===== config.mk =====
export PLATFORM = sky130hd
export DESIGN_NAME = pipe_ready_irq
export DESIGN_NICKNAME = d
export VERILOG_FILES = /design/src/rtl/pipe_ready_irq.sv
export SDC_FILE = /design/constraint.sdc
export NUM_CORES = 1
export LEC_CHECK = 0
export BUFFER_PORTS_ARGS = -buffer_cell sky130_fd_sc_hd__clkbuf_2
export CAP_MARGIN = 40
export CORE_MARGIN = 2
export CORE_UTILIZATION = 40
export CTS_CLUSTER_DIAMETER = 80
export DETAILED_ROUTE_END_ITERATION = 10
export GPL_TIMING_DRIVEN = 1
export HOLD_SLACK_MARGIN = 0.15
export PLACE_DENSITY = 0.74
export SLEW_MARGIN = 20
export SYNTH_ARGS = -nofsm -noshare
export SYNTH_HDL_FRONTEND = slang
export SYNTH_SLANG_ARGS = --single-unit

===== constraint.sdc =====
create_clock -name clk -period 2.17 [get_ports clk]
set_clock_uncertainty 0.1 [all_clocks]
set_input_delay 0.434 -clock clk [delete_from_list [all_inputs] [get_ports clk]]
set_output_delay 0.434 -clock clk [all_outputs]
set_load 0.02 [all_outputs]

===== src/rtl/pipe_ready_irq.sv =====
module pipe_ready_irq #(
  parameter int NPIPE = 8,
  parameter int CNTW  = 8
) (
  input  logic                  clk,
  input  logic                  rst_n,
  input  logic [NPIPE-1:0]      pipe_is_tx,
  input  logic [NPIPE-1:0]      end_mode,
  input  logic [NPIPE-1:0]      trn_en,
  input  logic [NPIPE*CNTW-1:0] trn_cfg,
  input  logic [NPIPE-1:0]      rx_pkt,
  input  logic [NPIPE-1:0]      rx_short,
  input  logic [NPIPE-1:0]      tx_sent,
  input  logic [NPIPE-1:0]      cpu_rd_done,
  input  logic [NPIPE-1:0]      cpu_wr_done,
  input  logic                  sts_we,
  input  logic [NPIPE-1:0]      sts_wdata,
  input  logic [NPIPE-1:0]      pipe_ie,
  input  logic                  irq_en,
  input  logic                  clr_mode,
  output logic [NPIPE-1:0]      sts,
  output logic [NPIPE-1:0]      bsts,
  output logic                  summary,
  output logic                  irq
);
  localparam logic [CNTW-1:0] LAST = CNTW'(1);

  logic [NPIPE-1:0] sts_q, bsts_q, sts_n, bsts_n;
  logic [NPIPE-1:0] acc_rx, acc_tx, end_ev, set_ev, clr_ev, en_q;
  logic [NPIPE-1:0] wclr;
  logic             summ_q, summ_n;

  assign wclr = sts_we ? ~sts_wdata : '0;

  for (genvar i = 0; i < NPIPE; i++) begin : g_pipe
    logic [CNTW-1:0] cnt_q;
    logic [CNTW-1:0] cfg;

    assign cfg       = trn_cfg[i*CNTW +: CNTW];
    assign acc_rx[i] = ~pipe_is_tx[i] & rx_pkt[i] & ~bsts_q[i];
    assign acc_tx[i] =  pipe_is_tx[i] & tx_sent[i] & ~bsts_q[i];
    assign end_ev[i] = rx_short[i] | (trn_en[i] & en_q[i] & (cnt_q == LAST));
    assign set_ev[i] = acc_tx[i] | (acc_rx[i] & (~end_mode[i] | end_ev[i]));
    assign clr_ev[i] = bsts_q[i] & (pipe_is_tx[i] ? cpu_wr_done[i] : cpu_rd_done[i]);
    assign bsts_n[i] = (acc_rx[i] | acc_tx[i]) ? 1'b1 : (clr_ev[i] ? 1'b0 : bsts_q[i]);
    assign sts_n[i]  = (sts_q[i] & ~wclr[i]) | set_ev[i];

    always_ff @(posedge clk or negedge rst_n) begin
      if (!rst_n) begin
        cnt_q   <= '0;
        en_q[i] <= 1'b0;
      end else begin
        en_q[i] <= trn_en[i];
        if (trn_en[i] && !en_q[i])
          cnt_q <= cfg;
        else if (trn_en[i] && acc_rx[i])
          cnt_q <= end_ev[i] ? cfg : cnt_q - LAST;
      end
    end
  end

  assign summ_n = |(sts_n & pipe_ie) | (clr_mode & summ_q & |bsts_n);

  always_ff @(posedge clk or negedge rst_n) begin
    if (!rst_n) begin
      sts_q  <= '0;
      bsts_q <= '0;
      summ_q <= 1'b0;
    end else begin
      sts_q  <= sts_n;
      bsts_q <= bsts_n;
      summ_q <= summ_n;
    end
  end

  assign sts     = sts_q;
  assign bsts    = bsts_q;
  assign summary = summ_q;
  assign irq     = summ_q & irq_en;
endmodule


==> impl_metrics.py <==
metrics = {
    "clock_tree": {
        "clockBufferDepth": 2,
        "path_clk_slew_ns": 0.06,
        "clock-sinks": 89,
        "cts_tree": "yes",
        "root_buffer": "clkbuf_16",
        "htreeDepth": 3,
        "insertion_delay_ns": 0.34,
        "cts_buffers": 9,
    },
    "sta": {
        "period_share": 0.997,
        "timing.fmax_mhz": 462,
        "finalHoldViolCount": 0,
        "maxSlewHeadroom": 0.601,
        "setup_violations": 0,
        "slew_violations": 0,
        "rsz0062_at_grt": "true",
        "worst_pin_slew_ns": 0.594,
        "finalCriticalPeriod_ns": 2.16,
        "holdWs_ns": 0.187,
    },
    "setup_path": {
        "path_cells": "dlygate4sd3_1, clkbuf_2, nor4bb_4, a41oi_2, and2_1, nand2_1, a311oi_1, nand3_1",
        "max_stage_delay_ns": 0.54,
        "required_ns": 2.27,
        "worstPathMaxFanout": 4,
        "cpLargestDelayFamily": "buffers and inverters",
        "cp.arrival_ns": 2.27,
        "start_kind": "input port",
        "end_kind": "register",
        "crit_slowest_cell": "dlygate4sd3_1",
        "critPathKind": "in -> reg",
        "critPathBufInv": 2,
    },
    "final_layout": {
        "nets": 1000,
        "stdcell_count": 1014,
        "fillCellCount": 1260,
        "final_cell_mix": "clkbuf_2 (165), dfrtp_1 (89), o21ai_0 (79)",
        "ff_latch_area_um2": 2230,
        "layout-drive-gt1-share": 0.304,
        "areaGrowthSynthToFinish_pct": 30.6,
        "diodes": 0,
        "final_util": 0.535,
        "layout_commonest_cell": "clkbuf_2",
        "multiInputGateArea_um2": 3010,
    },
    "floorplan": {
        "core_area_um2": 13300,
        "num_rows": 42,
        "die_w_um": 121,
        "num_io_pins": 167,
        "initial_core_util": 0.410,
        "dieArea_um2": 14600,
        "die_h_um": 121,
    },
    "logic_synthesis": {
        "synth_top_area_frac": 0.409,
        "postSynthCellCount": 636,
        "async_reset_ff_frac": 1.00,
        "synth_edf_count": 0,
        "ys_types": 56,
        "syn_area_um2": 5450,
        "synth_warnings": 0,
        "avgSynthCellArea_um2": 8.56,
        "synth-seq-cells": 89,
        "synth_seq_area_share": 0.409,
        "synth_ff_type": "dfrtp_1",
        "synth_nets": 801,
        "yosysTopAreaCell": "dfrtp_1",
        "synth.area.top_cells": "dfrtp_1 (41%), o21ai_0 (7.4%), a21oi_1 (6.2%)",
    },
    "power": {
        "p_per_area_nw_per_um2": 738,
        "p_leak_nw": 3.33,
        "irDropWorstVdd_mv": 0.508,
        "power.total_w": 0.00525,
    },
    "flow_run": {
        "maxCapViolCount": 0,
    },
    "drt": {
        "drc": 0,
        "vias": 5392,
        "first_pass_iters": 5,
        "post_drt_wl_per_cell_um": 14.6,
        "ant_nets": 0,
        "initialDrtViolationCount": 344,
        "finalWirelength_um": 14800,
        "avgViaCountPerCell": 5.32,
    },
    "min_path": {
        "hp-class": "in -> reg",
    },
    "global_routing": {
        "grt_start_max_net_pins": 90,
        "overflow": 0,
        "antenna_found_initial": 0,
        "track_usage": 0.206,
        "grt_pass1_vias": 4970,
        "grt_first_pass_wirelength_um": 23800,
    },
    "place": {
        "gp_congestion": 0.841,
        "hpwl_um": 11300,
        "port_buffers": 166,
        "place_inst": 993,
    },
    "status": {
        "status": "completed",
    },
}
-- worst paths after layout --
check | to | start | slack (ns) | cells after the start
worst max register to register | summary$_DFF_PN0_ | g_pipe[4].cnt_q[0]$_DFFE_PN0P_ | 0.09 | 7
worst min register to register | g_pipe[4].cnt_q[7]$_DFFE_PN0P_ | g_pipe[4].cnt_q[7]$_DFFE_PN0P_ | 0.41 | 2
min in group asynchronous | g_pipe[6].cnt_q[4]$_DFFE_PN0P_ | rst_n | 0.58 | 3
max in group asynchronous | g_pipe[4].cnt_q[5]$_DFFE_PN0P_ | rst_n | 1.01 | 3
worst max-delay path | summary$_DFF_PN0_ | trn_en[0] | 0.006 | 8
worst min-delay path | en_q[3]$_DFF_PN0_ | trn_en[3] | 0.19 | 1
-- per-stage QoR --
stage / cell area, um2 / setup slack, ns / setup TNS (ns)
after floorplan: 5450 / 0.152 / 0
after global placement: 6690 / -0.126 / -0.515
after detailed placement: 6690 / -0.131 / -0.131
after CTS: 7010 / 0.0146 / 0
after global routing: 7110 / -0.0284 / -0.0693
final: 7110 / 0.00580 / 0
-- cells in the mapped netlist, drive strengths merged (9+ instances only) --
| master | number |
|---|---|
| dfrtp | 89 |
| a31oi | 10 |
| nand2 | 61 |
| nor2 | 28 |
| nor3b | 16 |
| nand3 | 10 |
| nor3 | 40 |
| clkbuf | 12 |
| ha | 16 |
| o21ai | 94 |
| or3b | 9 |
| or3 | 11 |
| buf | 9 |
| a21oi | 67 |
| nor4 | 9 |
| inv | 52 |
| nand2b | 13 |
-- final cells by class --
| class | count | share of cell area |
|---|---|---|
| timing repair buffer | 209 | 0.168 |
| inverter | 52 | 0.0274 |
| tap | 176 | 0.0310 |
| multi-input combinational | 474 | 0.424 |
| clock buffer | 14 | 0.0371 |
| sequential | 89 | 0.313 |
-- flip-flops by register name, indices dropped and copies added, names as in the netlist --
register and flops:
en_q 8, g_pipe.cnt_q 64, summary 1, bsts 8, sts 8
-- cells by family (layout without fill, tap and decap cells) --
| kind of cell | count (synthesis) | count (layout) | share of synthesized area |
|---|---|---|---|
| mux | 9 | 9 | 0.0349 |
| simple gates | 227 | 227 | 0.225 |
| fa+ha+maj | 16 | 16 | 0.0368 |
| buf+inv | 73 | 275 | 0.0547 |
| compound gates | 222 | 222 | 0.240 |
| flops | 89 | 89 | 0.409 |
-- what timing repair did --
action	CTS	global route
endpoints found under the hold margin	94	0
resized for setup	0	21
buffers inserted	0	1
endpoints found under the setup margin	0	28
hold buffers	6	0
-- power breakdown --
group          switching [W]  internal (W)  total [W]
logic               0.000833      0.000688    0.00152
registers           0.000319       0.00198    0.00230
clock network       0.000605      0.000828    0.00143
-- routing by layer --
metal  wire length (um)  track usage
met5                  0            0
met4                199       0.0523
met3                834       0.0533
met2               6940        0.331
met1               6860        0.277
No activity file was read; power rests on OpenSTA's default activity.
